==> config.mk <==
export PLATFORM = sky130hd
export DESIGN_NAME = ldm_seq
export DESIGN_NICKNAME = d
export VERILOG_FILES = /design/src/rtl/ldm_seq_pkg.sv /design/src/rtl/ldm_mode_map.sv /design/src/rtl/ldm_addr_plan.sv /design/src/rtl/ldm_low_pick.sv /design/src/rtl/ldm_seq.sv
export SDC_FILE = /design/constraint.sdc
export NUM_CORES = 1
export LEC_CHECK = 0
export BUFFER_PORTS_ARGS = -buffer_cell sky130_fd_sc_hd__clkbuf_2
export CAP_MARGIN = 20
export CORE_AREA = 4 4 108 161
export DETAILED_ROUTE_END_ITERATION = 7
export DIE_AREA = 0 0 112 165
export HOLD_SLACK_MARGIN = 0.06
export MAX_ROUTING_LAYER = met4
export PLACE_DENSITY = 0.73
export SYNTH_ARGS = -nofsm -noshare
export SYNTH_HDL_FRONTEND = slang
export SYNTH_HIERARCHICAL = 1
export SYNTH_SLANG_ARGS = --single-unit
==> constraint.sdc <==
create_clock -name clk -period 9.25 [get_ports clk]
set_input_delay 0.4625 -clock clk [delete_from_list [all_inputs] [get_ports clk]]
set_output_delay 0.4625 -clock clk [all_outputs]
set_load 0.02 [all_outputs]
==> src/rtl/ldm_seq_pkg.sv <==
package ldm_seq_pkg;
   // Effective addressing controls after stack-mode mapping
   typedef struct packed {
      logic pre;
      logic up;
   } addr_ctl_t;
endpackage

==> src/rtl/ldm_mode_map.sv <==
module ldm_mode_map
   import ldm_seq_pkg::*;
(
   input  logic      pre,
   input  logic      up,
   input  logic      load,
   input  logic      stk_en,
   input  logic      stk_full,
   input  logic      stk_asc,
   output addr_ctl_t ctl
);
   // Push mirrors the stack kind directly, pop uses the inverse
   always_comb begin
      if (stk_en) begin
         ctl.pre = stk_full ^ load;
         ctl.up  = stk_asc ^ load;
      end else begin
         ctl.pre = pre;
         ctl.up  = up;
      end
   end
endmodule

==> src/rtl/ldm_addr_plan.sv <==
module ldm_addr_plan
   import ldm_seq_pkg::*;
#(
   parameter int NREG = 16,
   parameter int AW   = 32,
   parameter int WB   = 4
) (
   input  logic [NREG-1:0] mask,
   input  logic [AW-1:0]   base,
   input  addr_ctl_t       ctl,
   output logic [AW-1:0]   first_addr,
   output logic [AW-1:0]   final_base,
   output logic            empty
);
   localparam int CW = $clog2(NREG + 1);
   localparam int SH = $clog2(WB);

   logic [CW-1:0] cnt;
   logic [AW-1:0] span;
   logic [AW-1:0] hi;
   logic [AW-1:0] lo;

   always_comb begin
      cnt = '0;
      for (int i = 0; i < NREG; i++) cnt = cnt + CW'(mask[i]);
   end

   assign span  = AW'(cnt) << SH;
   assign hi    = base + span;
   assign lo    = base - span;
   assign empty = (cnt == '0);

   always_comb begin
      if (ctl.up) begin
         final_base = hi;
         first_addr = ctl.pre ? base + AW'(WB) : base;
      end else begin
         final_base = lo;
         first_addr = ctl.pre ? lo : lo + AW'(WB);
      end
   end
endmodule

==> src/rtl/ldm_low_pick.sv <==
module ldm_low_pick #(
   parameter int NREG = 16,
   localparam int IW  = $clog2(NREG)
) (
   input  logic [NREG-1:0] mask,
   output logic [NREG-1:0] onehot,
   output logic [IW-1:0]   idx,
   output logic            last
);
   // below[i] : some bit under position i is set
   logic [NREG:0] below;
   assign below[0] = 1'b0;

   for (genvar i = 0; i < NREG; i++) begin : g_chain
      assign onehot[i]  = mask[i] & ~below[i];
      assign below[i+1] = below[i] | mask[i];
   end

   always_comb begin
      idx = '0;
      for (int i = 0; i < NREG; i++)
         if (onehot[i]) idx = idx | IW'(i);
   end

   assign last = ((mask & ~onehot) == '0);
endmodule

==> src/rtl/ldm_seq.sv <==
module ldm_seq
   import ldm_seq_pkg::*;
#(
   parameter int NREG = 16,
   parameter int AW   = 32,
   parameter int WB   = 4,
   localparam int IW  = $clog2(NREG)
) (
   input  logic            clk,
   input  logic            rst_n,
   input  logic            start,
   input  logic [NREG-1:0] reglist,
   input  logic [AW-1:0]   base,
   input  logic            pre,
   input  logic            up,
   input  logic            wb,
   input  logic            load,
   input  logic            stk_en,
   input  logic            stk_full,
   input  logic            stk_asc,
   output logic            busy,
   output logic [IW-1:0]   acc_reg,
   output logic [AW-1:0]   acc_addr,
   output logic            acc_load,
   output logic            done,
   output logic            err,
   output logic            wb_valid,
   output logic [AW-1:0]   wb_base
);
   if (NREG < 2) begin : g_bad_nreg
      $error("ldm_seq: NREG must be at least 2");
   end
   if (WB < 1 || (WB & (WB - 1)) != 0) begin : g_bad_wb
      $error("ldm_seq: WB must be a power of two");
   end
   if (AW < $clog2(NREG * WB) + 1) begin : g_bad_aw
      $error("ldm_seq: AW too small for the transfer span");
   end

   addr_ctl_t       ctl;
   logic [AW-1:0]   first_addr;
   logic [AW-1:0]   final_base;
   logic            empty;
   logic [NREG-1:0] sel_oh;
   logic [IW-1:0]   sel_idx;
   logic            sel_last;

   logic            busy_q;
   logic [NREG-1:0] mask_q;
   logic [AW-1:0]   addr_q;
   logic            load_q;
   logic            wbf_q;
   logic [AW-1:0]   wbb_q;
   logic            done_q;
   logic            err_q;

   ldm_mode_map u_map (
      .pre      (pre),
      .up       (up),
      .load     (load),
      .stk_en   (stk_en),
      .stk_full (stk_full),
      .stk_asc  (stk_asc),
      .ctl      (ctl)
   );

   ldm_addr_plan #(.NREG(NREG), .AW(AW), .WB(WB)) u_plan (
      .mask       (reglist),
      .base       (base),
      .ctl        (ctl),
      .first_addr (first_addr),
      .final_base (final_base),
      .empty      (empty)
   );

   ldm_low_pick #(.NREG(NREG)) u_pick (
      .mask   (mask_q),
      .onehot (sel_oh),
      .idx    (sel_idx),
      .last   (sel_last)
   );

   always_ff @(posedge clk) begin
      if (!rst_n) begin
         busy_q <= 1'b0;
         mask_q <= '0;
         addr_q <= '0;
         load_q <= 1'b0;
         wbf_q  <= 1'b0;
         wbb_q  <= '0;
         done_q <= 1'b0;
         err_q  <= 1'b0;
      end else begin
         done_q <= 1'b0;
         err_q  <= 1'b0;
         if (busy_q) begin
            mask_q <= mask_q & ~sel_oh;
            addr_q <= addr_q + AW'(WB);
            if (sel_last) begin
               busy_q <= 1'b0;
               done_q <= 1'b1;
            end
         end else if (start) begin
            if (empty) begin
               err_q <= 1'b1;
            end else begin
               busy_q <= 1'b1;
               mask_q <= reglist;
               addr_q <= first_addr;
               load_q <= load;
               wbf_q  <= wb;
               wbb_q  <= final_base;
            end
         end
      end
   end

   assign busy     = busy_q;
   assign acc_reg  = sel_idx;
   assign acc_addr = addr_q;
   assign acc_load = load_q;
   assign done     = done_q;
   assign err      = err_q;
   assign wb_valid = done_q & wbf_q;
   assign wb_base  = wbb_q;
endmodule

# Word-level counts from Yosys, hierarchy flattened
# Cells that the tools add are included.
# op_classes
add_sub_neg	20
n_eq_ne	1
mux	32
bitwise_logic	53
reduce_logical	7
# ops
operator	n
32-bit two-way mux	7
32-bit by 3-bit adder with 32-bit output, second input constant	3
5-bit by 1-bit adder with 5-bit output	14
16-bit two-way mux	3
32-bit by 7-bit adder with 32-bit output	1
4-bit two-way mux	8
32-bit by 7-bit subtractor with 32-bit output	1
1-bit NOT	19
1-bit AND	16
16-bit AND	1
16-bit zero test	1
16-bit NOT	1
1-bit bitwise OR	14
3-bit two-way mux	4
1-bit two-way mux	7
2-bit two-way mux	3
5-bit zero test	1
2-bit AND reduction	2
3-bit AND reduction	1
3-bit OR reduction	1
1-bit by 1-bit adder with 2-bit output	1
2-bit by 1-bit != test with 1-bit output, second input constant	1
2-bit nonzero test	1
1-bit XOR	2
# totals
ff_bits	85
inputBits	58
wordCells	121

# Longest topological paths before layout
# Gate-level depths: netlist of run 1.
# depth
word_depth	22
mapped_depth	29
depth_no_buf	26

# Cells and area by module
# Netlist of run 1, hierarchy kept.
# modules_own_cells
mod	n_inst	cells_per_inst	area_per_inst_um2
ldm_addr_plan	1	612	3967.6
ldm_seq	1	489	3704.8
ldm_low_pick	1	68	417.9
ldm_mode_map	1	6	35.0

# Worst setup path after synthesis of run 1
# No wires, ideal clock.
# synth_timing
path_kind	input port to flip-flop
from	input reglist[0]
to	register addr_q[25], in the netlist acc_addr[25]
setup_ns	0.137
t_arrival_ns	7.047
path_slack_ns	2.066
cell_stages	24
n_path_buf	3
cell_sequence	inv_1 -> fa_1 -> fa_1 -> fa_1 -> fa_1 -> inv_1 -> ha_1 -> inv_1 -> fa_1 -> fa_1 -> nor4b_1 -> or4_1 -> buf_2 -> or3_1 -> buf_2 -> or4_4 -> and3_4 -> buf_6 -> or4_4 -> or4_1 -> and3_1 -> nand2_1 -> and3_1 -> a211oi_1
# synth_between
elab_chain_len	22
elab_cells_between_ends	25
classes_between	add/sub (17); eq/ne (1); mux (5); reduce/logical (2)
# synth_rtl
item	line	rtl
start: declaration	ldm_seq.sv:12	input logic [NREG-1:0] reglist,
1-bit by 1-bit adder with 2-bit output (*)	ldm_addr_plan.sv:25	for (int i = 0; i < NREG; i++) cnt = cnt + CW'(mask[i]);
5-bit by 1-bit adder with 5-bit output (*) (14 in series)	ldm_addr_plan.sv:25	
32-bit by 7-bit subtractor with 32-bit output (*)	ldm_addr_plan.sv:30	assign lo = base - span;
32-bit by 3-bit adder with 32-bit output	ldm_addr_plan.sv:39	first_addr = ctl.pre ? lo : lo + AW'(WB);
32-bit two-way mux (*)	ldm_addr_plan.sv:39	
32-bit two-way mux (*)	ldm_addr_plan.sv:34	if (ctl.up) begin
named net first_addr[25]	ldm_seq.sv:41	logic [AW-1:0] first_addr;
32-bit two-way mux (*)	ldm_seq.sv:104	if (empty) begin
32-bit two-way mux (*)	ldm_seq.sv:103	end else if (start) begin
32-bit two-way mux (*)	ldm_seq.sv:96	if (busy_q) begin
end signal: assignment	ldm_seq.sv:98	addr_q <= addr_q + AW'(WB);
end signal: assignment	ldm_seq.sv:109	addr_q <= first_addr;
end: declaration	ldm_seq.sv:50	logic [AW-1:0] addr_q;
# The timed path passes the listed nets; every way through them passes the cells marked *. The select of a mux whose other input is x is not followed.
# A chain may end at the register's enable or synchronous reset.

# Worst setup path in the final report of run 1
# layout_timing
from	input reglist[0]
to	register addr_q[31], in the netlist acc_addr[31]
# Same word-level chain as after synthesis.

==> results of run 1 <==
==> power groups by stage <==
stage	logic (uW)	clock network [uW]	registers [uW]
2_1_floorplan	1030	0	671
3_3_place_gp	1500	0	591
3_5_place_dp	1520	0	595
4_1_cts	1540	413	587
5_1_grt	1710	428	607
6_report	1560	404	590
==> critical path, stage by stage <==
cell and delay [ns]:
clkbuf_2 0.09, inv_1 0.05, fa_1 0.55, fa_1 0.46, fa_1 0.56, fa_1 0.42
inv_1 0.07, ha_1 0.16, inv_1 0.06, fa_1 0.40, xnor2_1 0.32, ha_1 0.37
nor2b_1 0.21, a2111oi_2 0.85, o41ai_1 0.19, a222oi_1 0.81, nand4_1 0.16, buf_4 0.24
or4_4 0.54, or3_1 0.31, a221oi_1 0.32, o221ai_1 0.16, a21oi_1 0.15
==> cell families after synthesis <==
group                    synth area share
AND/OR/NAND/NOR                    0.3392
AO/OA/AOI/OAI                      0.1916
buffers and inverters             0.07068
XOR/XNOR                           0.1046
flip-flops                         0.2094
adder cells (fa/ha/maj)           0.06406
multiplexers                      0.02048
==> layer usage <==
metal	routed length [um]	track usage	vias to the layer above
met3	1668	0.03959	86
met4	1153	0.1323	0
met2	12840	0.4803	372
li1	-	-	4290
met1	10840	0.3467	4044
met5	0	-	-
==> sequential cells by signal (all words and copies together) (netlist names) <==
| signal | count |
|---|---|
| wbf_q | 1 |
| wb_base | 32 |
| mask_q | 16 |
| acc_load | 1 |
| acc_addr | 32 |
| busy | 1 |
| err | 1 |
| done | 1 |
==> Yosys cell counts, types with 8 or more instances <==
| cell type | number |
|---|---|
| dfxtp_1 | 85 |
| nand2_1 | 188 |
| nor4_1 | 30 |
| nor2b_1 | 12 |
| fa_1 | 12 |
| clkbuf_1 | 62 |
| inv_1 | 51 |
| a31oi_1 | 12 |
| nand4_1 | 26 |
| o21ai_0 | 54 |
| or3_1 | 26 |
| and3_1 | 21 |
| nand2b_1 | 13 |
| o31ai_1 | 12 |
| nand3_1 | 39 |
| xor2_1 | 35 |
| a211oi_1 | 10 |
| mux2i_1 | 11 |
| nor3b_1 | 8 |
| or4_1 | 13 |
| ha_1 | 19 |
| xnor2_1 | 62 |
| nor2_1 | 89 |
| and2_1 | 8 |
| nor3_1 | 39 |
| a21oi_1 | 109 |
| buf_1 | 11 |
==> area by class of cell <==
cell class	count	area share
flip-flops and latches	85	0.1870
multi-input cells	950	0.6463
clock inverters	7	0.01073
clock buffers	9	0.02476
repair buffers	141	0.08101
well taps	206	0.02833
inverters	53	0.02187
==> worst paths after layout <==
| check | to |
|---|---|
| worst max-delay path | acc_addr[31]$_SDFFE_PN0P_ |
| worst min-delay path | wbf_q$_SDFFE_PN0P_ |
| worst min register to register | wb_base[31]$_SDFFE_PN0P_ |
| worst max register to register | acc_addr[23]$_SDFFE_PN0P_ |
==> through the flow <==
step                utilization  hold slack, ns  worst slack (ns)
floorplan                     -          0.4317             2.066
global placement         0.5461          0.4431             1.544
detailed placement       0.5468          0.4465             1.436
CTS                      0.5669          0.3191             1.722
global route             0.5669          0.3332             1.083
finish                   0.5669          0.3255             1.602
==> flow_summary.json, run 1 <==
{
  "status": "complete, no violations",
  "hold_buffers": 0,
  "synth_ff_type": "dfxtp_1",
  "synth_nets": 1264,
  "antenna_found_initial": 0,
  "worst_pin_slew_ns": 1.086,
  "syn_to_final_growth_pct": 11.96,
  "fp.dieH_um": 165,
  "async_reset_ff_frac": 0,
  "cts_resized": 0,
  "htree_levels": 3,
  "relSlewSlack": 0.2694,
  "synth-edff-count": 0,
  "critPathLaunchType": "primary input",
  "period_share": 0.8268,
  "port_buffers": 130,
  "final_area_um2": 9097,
  "final_common_cell": "nand2_1",
  "timing.hold.worst_path_depth": 3,
  "layout_common_cells": "nand2_1, clkbuf_2, a21oi_1, nor2_1, dfxtp_1",
  "fillers": 1581,
  "die_width_um": 112,
  "fin_skew_ns": 0.007207,
  "initial_core_util": 0.5064,
  "yosys.area.top_type_share": 0.2094,
  "place_congestion": 0.9972,
  "grt_pass1_vias": 8086,
  "grt-ovfl-total": 0,
  "cts_sinks": 85,
  "wl_per_cell_um": 18.27,
  "maxCapViolations": 0,
  "ir_worst_vdd_mv": 0.1851,
  "post_cts_buffers": 0,
  "ios": 131,
  "worstSetupPathType": "in -> reg",
  "cts_tree": "built",
  "clk_latency_ns": 0.36,
  "syn-instance-count": 1175,
  "grt_use_total": 0.2882,
  "p_leak_uw": 0.003534,
  "die_area_um2": 18480,
  "core_um2": 16050,
  "cts.path.max_buffers": 2,
  "crit_arrival_ns": 7.93,
  "placementRows": 57,
  "yosysTopAreaCell": "dfxtp_1",
  "fin_cells": 1451,
  "required_ns": 9.53,
  "dp.cells": 1435,
  "numCtsBuffers": 9,
  "cp-startpoint": "reglist[0]",
  "ys_ff_latch": 85,
  "end_kind": "flip-flop",
  "regArea_um2": 1702,
  "drtIter0Drc": 900,
  "clk_pin_slew_ns": 0.07,
  "drive_above_1_share": 0.1494,
  "drcViolationCount": 0,
  "seq_power_share": 0.231,
  "rsz0062_at_grt": "false",
  "hold_viol_final": 0,
  "finalWirelength_mm": 26.50,
  "multi_input_area_um2": 5879,
  "grt_max_degree": 71,
  "layout.nets": 1329,
  "synthTopCellsByArea": "dfxtp_1, nand2_1, a21oi_1",
  "p_sw_uw": 1290,
  "power.share.switching": 0.5053,
  "grt_pass1_wl_mm": 42.00,
  "dp_hpwl_mm": 19.44,
  "r2r_slack_ns": 6.74,
  "crit_fanout": 14,
  "hold_class": "in -> reg",
  "powerDensity_nw_per_um2": 280.5,
  "drv_slew": 0,
  "share_comb_of_total_power": 0.610,
  "max_clock_freq_ghz": 0.1308,
  "synth-seq-area-share": 0.2094,
  "pwr-share-clk": 0.158,
  "ys_types": 80,
  "p_int_uw": 1262,
  "setup_viol": 0,
  "syn_avg_cell_area_um2": 6.915,
  "ys_warn_count": 6,
  "synth_area_um2": 8125,
  "reg2reg_from": "busy$_SDFF_PN0_",
  "fin_crit_ns": 7.648,
  "drtAntennaViolNets": 0,
  "dr.pass1.iters": 5,
  "setup_tns_ns": 0,
  "vias": 8792,
  "hp-start": "wb",
  "cts_root_buf": "clkbuf_16",
  "viasPerCell": 6.059,
  "power.total_uw": 2552,
  "place_area_um2": 8775,
  "n_antenna_cell": 0,
  "reg2reg_depth": 5
}
Power figures use the tool's default switching activity.
==> run 2: changes to the inputs <==
==> constraint.sdc (replaced) <==
create_clock -name clk -period 7.9 [get_ports clk]
set_input_delay 0.395 -clock clk [delete_from_list [all_inputs] [get_ports clk]]
set_output_delay 0.395 -clock clk [all_outputs]
set_load 0.02 [all_outputs]
==> run 2 against run 1 <==
Power up 17%. Non-clock buffer count up 7. Register-to-register slack worse by 1.2 ns. Routed wire length up 0.76%. First-iteration DRC count up 0.78%. Clock skew up 0.00096 ns. Via count up 1.5%. Global-route usage up 0.21 points. Utilization up 0.34 points. Final cell count up 0.55%. Worst hold slack worse by 0.056 ns. Worst setup slack worse by 0.91 ns. Largest cell class unchanged.
==> flow_summary.json, run 2 (synthesis results as in run 1) <==
{
  "status": "complete, no violations",
  "syn_to_final_growth_pct": 12.63,
  "dpl_worst_slack_ns": 0.4267,
  "cts.path.max_buffers": 2,
  "cp_num_buf_inv": 4,
  "dr.pass1.iters": 6,
  "crit_chain": "clkbuf_2 -> inv_1 -> fa_1 -> fa_1 -> fa_1 -> fa_1 -> inv_1 -> ha_1 -> inv_1 -> fa_1 -> fa_1 -> nor4b_1 -> or4_1 -> or3_1 -> or4_4 -> and3_4 -> or4_4 -> or3_1 -> a221oi_1 -> o221ai_1 -> a21oi_1",
  "cts_root_buf": "clkbuf_16",
  "die_area_um2": 18480,
  "drv_slew": 0,
  "setup_tns_ns": 0,
  "worst_pin_slew_ns": 1.155,
  "hold_class": "in -> reg",
  "final_common_cell": "nand2_1",
  "grt_pass1_vias": 8305,
  "post_cts_buffers": 0,
  "end_kind": "flip-flop",
  "numCtsBuffers": 9,
  "viasPerCell": 6.118,
  "path_common_cell": "fa_1",
  "initial_core_util": 0.5064,
  "required_ns": 8.18,
  "htree_levels": 3,
  "core_um2": 16050,
  "max_clock_freq_ghz": 0.1387,
  "worstSetupPathType": "in -> reg",
  "cts_resized": 0,
  "crit_fanout": 9,
  "grt_max_degree": 71,
  "post-route-util": 0.5703,
  "slowest_delay_ns": 0.63,
  "hold_buffers": 0,
  "maxCapViolations": 0,
  "layout.nets": 1336,
  "place_congestion": 1.008,
  "grt_use_total": 0.2903,
  "clk_pin_slew_ns": 0.07,
  "fin_crit_ns": 7.208,
  "fin_ws_ns": 0.6923,
  "crit_family": "adder cells",
  "layout_common_cells": "nand2_1, clkbuf_2, a21oi_1, nor2_1, dfxtp_1",
  "cts_tree": "built",
  "crit_arrival_ns": 7.49,
  "clk_latency_ns": 0.35,
  "port_buffers": 130,
  "rsz0062_at_grt": "false",
  "relSlewSlack": 0.2188,
  "drive_above_1_share": 0.1534,
  "fin_skew_ns": 0.008169,
  "ios": 131,
  "grt_pass1_wl_mm": 42.50,
  "vias": 8926,
  "dp_hpwl_mm": 19.93,
  "fp.dieH_um": 165,
  "hold_viol_final": 0,
  "grt-ovfl-total": 0,
  "cts_sinks": 85,
  "placementRows": 57,
  "p_leak_uw": 0.003571,
  "period_share": 0.9124,
  "ir_worst_vdd_mv": 0.1804,
  "crit_slowest_cell": "or4_1",
  "fillers": 1625,
  "antenna_found_initial": 1,
  "wl_per_cell_um": 18.30,
  "drcViolationCount": 0,
  "drtAntennaViolNets": 0,
  "powerDensity_nw_per_um2": 326.6,
  "die_width_um": 112,
  "finalWirelength_mm": 26.70,
  "setup_viol": 0,
  "critPathLaunchType": "primary input",
  "drtIter0Drc": 907
}
run 2: cell count changes in the layout (fill, tap and decap cells not counted), sizes merged:
cell / before / now
buf: 10 / 18
clkbuf: 139 / 141
clkdlybuf4s15: 1 / 0
clkinvlp: 1 / 0
diode: 0 / 1
inv: 54 / 53
run 2: worst register-to-register path: stages (launching register included):
cell and delay [ns]:
dfxtp_1 0.39, nor4_4 0.46, nand2_2 0.15, maj3_2 0.33, or3_1 0.43, nor3_2 0.23, nand2b_1 0.13, a21oi_1 0.06
run 2: metal layers:
layer	track usage	up-vias	part of all wire	wire length, um
met2	0.4864	398	0.49	12980
met4	0.1558	0	0.054	1447
met3	0.03812	101	0.065	1736
met5	-	-	0	0
li1	-	4303	-	-
met1	0.3388	4124	0.39	10540
run 2: area by class of cell:
| type | instances | area (um2) | share of cell area |
|---|---|---|---|
| Multi-Input combinational cell | 950 | 5879 | 0.6425 |
| Sequential cell | 85 | 1702 | 0.1859 |
| Timing Repair Buffer | 148 | 785.8 | 0.08586 |
| Tap cell | 206 | 257.7 | 0.02817 |
| Clock buffer | 11 | 242.7 | 0.02652 |
| Inverter | 53 | 198.9 | 0.02174 |
| Clock inverter | 5 | 82.58 | 0.009024 |
| Antenna cell | 1 | 2.502 | 0.0002734 |
run 2: final timing paths:
kind	cells past startpoint	start	slack, ns	endpoint
worst min register to register	2	wb_base[31]$_SDFFE_PN0P_	0.45	wb_base[31]$_SDFFE_PN0P_
worst max register to register	7	mask_q[4]$_SDFFE_PN0P_	5.57	busy$_SDFF_PN0_
worst max-delay path	21	reglist[5]	0.69	acc_addr[31]$_SDFFE_PN0P_
worst min-delay path	3	base[0]	0.27	wb_base[0]$_SDFFE_PN0P_
run 2: power by group:
part	internal [uW]	switching (uW)	total, uW
combinational	660	1170	1830
clock	287	184	471
sequential	550	141	691
run 2: stage by stage:
stage | hold WS, ns | total power (uW) | cell area (um2) | cells
2_1_floorplan | 0.4317 | 1994 | 8125 | 1175
3_3_place_gp | 0.4374 | 2468 | 8823 | 1442
3_5_place_dp | 0.4458 | 2492 | 8823 | 1442
4_1_cts | 0.2630 | 2978 | 9149 | 1458
5_1_grt | 0.2787 | 3218 | 9151 | 1459
6_report | 0.2691 | 2989 | 9151 | 1459
==> run 3: changes to the inputs <==
--- a/config.mk
+++ b/config.mk
@@ -7,12 +7,12 @@
 export LEC_CHECK = 0
 export BUFFER_PORTS_ARGS = -buffer_cell sky130_fd_sc_hd__clkbuf_2
 export CAP_MARGIN = 20
-export CORE_AREA = 4 4 108 161
+export CORE_AREA = 4 4 111 165
 export DETAILED_ROUTE_END_ITERATION = 7
-export DIE_AREA = 0 0 112 165
+export DIE_AREA = 0 0 115 169
 export HOLD_SLACK_MARGIN = 0.06
 export MAX_ROUTING_LAYER = met4
-export PLACE_DENSITY = 0.73
+export PLACE_DENSITY = 0.7
 export SYNTH_ARGS = -nofsm -noshare
 export SYNTH_HDL_FRONTEND = slang
 export SYNTH_HIERARCHICAL = 1
==> run 3 against run 2 <==
Utilization is 2.9 points lower. Critical path depth is 1 higher. Sequential cell count is the same. Critical endpoint is now acc_addr[29]$_SDFFE_PN0P_. Largest cell class unchanged. Highest routed layer unchanged.
==> flow_summary.json, run 3 (synthesis results as in run 1) <==
{
  "status": "complete, no violations",
  "antenna_found_initial": 0,
  "setup_tns_ns": 0,
  "power.total_uw": 2975,
  "p_leak_uw": 0.003552,
  "drtIter0Drc": 910,
  "relSlewSlack": 0.2079,
  "setup_viol": 0,
  "place_area_um2": 8816,
  "final_common_cell": "nand2_1",
  "grt_max_degree": 71,
  "p_sw_uw": 1518,
  "pwr-share-clk": 0.151,
  "dp_hpwl_mm": 20.27,
  "p_int_uw": 1458,
  "viasPerCell": 6.036,
  "hold_class": "in -> reg",
  "finalWirelength_mm": 27.51,
  "drive_above_1_share": 0.1528,
  "final_area_um2": 9116,
  "grt_pass1_vias": 8342,
  "cts_tree": "built",
  "layout.nets": 1334,
  "drv_slew": 0,
  "seq_power_share": 0.232,
  "post_cts_buffers": 0,
  "vias": 8813,
  "numCtsBuffers": 9,
  "crit_arrival_ns": 7.47,
  "required_ns": 8.16,
  "core_um2": 16840,
  "die_width_um": 115,
  "layout_common_cells": "nand2_1, clkbuf_2, a21oi_1, nor2_1, dfxtp_1",
  "fp.dieH_um": 169,
  "ios": 131,
  "drcViolationCount": 0,
  "drtAntennaViolNets": 0,
  "place_congestion": 1.002,
  "grt_use_total": 0.2881,
  "cts.path.max_buffers": 2,
  "max_clock_freq_ghz": 0.1387,
  "clk_pin_slew_ns": 0.07,
  "share_comb_of_total_power": 0.617,
  "initial_core_util": 0.4826,
  "fin_skew_ns": 0.01028,
  "end_kind": "flip-flop",
  "wl_per_cell_um": 18.84,
  "clk_latency_ns": 0.36,
  "hold_buffers": 0,
  "worst_pin_slew_ns": 1.172,
  "syn_to_final_growth_pct": 12.20,
  "fin_crit_ns": 7.208,
  "cts_sinks": 85,
  "grt_pass1_wl_mm": 43.86,
  "dr.pass1.iters": 6,
  "placementRows": 58,
  "grt-ovfl-total": 0,
  "critPathLaunchType": "primary input",
  "die_area_um2": 19440,
  "period_share": 0.9124,
  "cts_resized": 0,
  "port_buffers": 130,
  "worstSetupPathType": "in -> reg",
  "hold_viol_final": 0,
  "power.share.switching": 0.5100,
  "n_antenna_cell": 0,
  "htree_levels": 3,
  "rsz0062_at_grt": "false",
  "crit_fanout": 9,
  "maxCapViolations": 0,
  "powerDensity_nw_per_um2": 326.4,
  "ir_worst_vdd_mv": 0.2543,
  "cts_root_buf": "clkbuf_16"
}
-- run 3: cell types whose count changed in the layout (fill, tap and decap cells not counted), sizes merged --
cell	previous run	this run
buf	18	16
bufinv	2	1
clkinv	3	4
diode	1	0
-- run 3: final timing paths --
kind,cells past startpoint,startpoint,end,slack (ns)
hold reg to reg,2,wb_base[4]$_SDFFE_PN0P_,wb_base[4]$_SDFFE_PN0P_,0.45
hold / removal,3,reglist[7],mask_q[7]$_SDFFE_PN0P_,0.26
setup reg to reg,5,busy$_SDFF_PN0_,acc_addr[23]$_SDFFE_PN0P_,5.29
setup / recovery,22,reglist[5],acc_addr[29]$_SDFFE_PN0P_,0.69
-- run 3: final cells by class --
class / count / area, um2
Clock inverter: 5 / 57.56
Fill cell: 1738 / 7720
Timing Repair Buffer: 146 / 770.7
Inverter: 53 / 198.9
Multi-Input combinational cell: 950 / 5882
Sequential cell: 85 / 1702
Tap cell: 210 / 262.8
Clock buffer: 11 / 242.7
-- run 3: power by group through the flow --
| stage | Clock [uW] | Sequential (uW) | Combinational (uW) |
|---|---|---|---|
| 6_report | 450 | 691 | 1830 |
| 5_1_grt | 472 | 712 | 2020 |
| 4_1_cts | 456 | 688 | 1830 |
| 3_5_place_dp | 0 | 697 | 1820 |
| 3_3_place_gp | 0 | 693 | 1810 |
| 2_1_floorplan | 0 | 786 | 1210 |
-- run 3: worst max-delay path: stages --
cell      delay, ns
clkbuf_2       0.09
inv_1          0.06
fa_1           0.57
fa_1           0.45
fa_1           0.49
fa_1           0.50
inv_1          0.04
ha_1           0.19
inv_1          0.07
fa_1           0.52
fa_1           0.52
nor4b_1        0.21
or4_1          0.58
or3_1          0.51
or4_4          0.57
and3_4         0.22
nor4_1         0.55
a41oi_1        0.19
o31ai_1        0.27
nand2_1        0.07
and3_1         0.19
a211oi_1       0.19
-- run 3: stage by stage --
step / util / cells / worst slack [ns] / hold WS (ns)
2_1_floorplan: - / 1175 / 0.7833 / 0.4317
3_3_place_gp: 0.5236 / 1444 / 0.4681 / 0.4419
3_5_place_dp: 0.5236 / 1444 / 0.4305 / 0.4454
4_1_cts: 0.5415 / 1460 / 0.7488 / 0.2575
5_1_grt: 0.5415 / 1460 / 0.2377 / 0.2817
6_report: 0.5415 / 1460 / 0.6918 / 0.2640
-- run 3: per-layer routing --
| metal | up-vias | GRT usage | share of wire | wire, um |
|---|---|---|---|---|
| li1 | 4296 | - | - | - |
| met1 | 4082 | 0.3511 | 0.41 | 11180 |
| met2 | 353 | 0.4793 | 0.50 | 13620 |
| met3 | 82 | 0.03326 | 0.062 | 1697 |
| met4 | 0 | 0.1185 | 0.037 | 1007 |
| met5 | - | - | 0 | 0 |
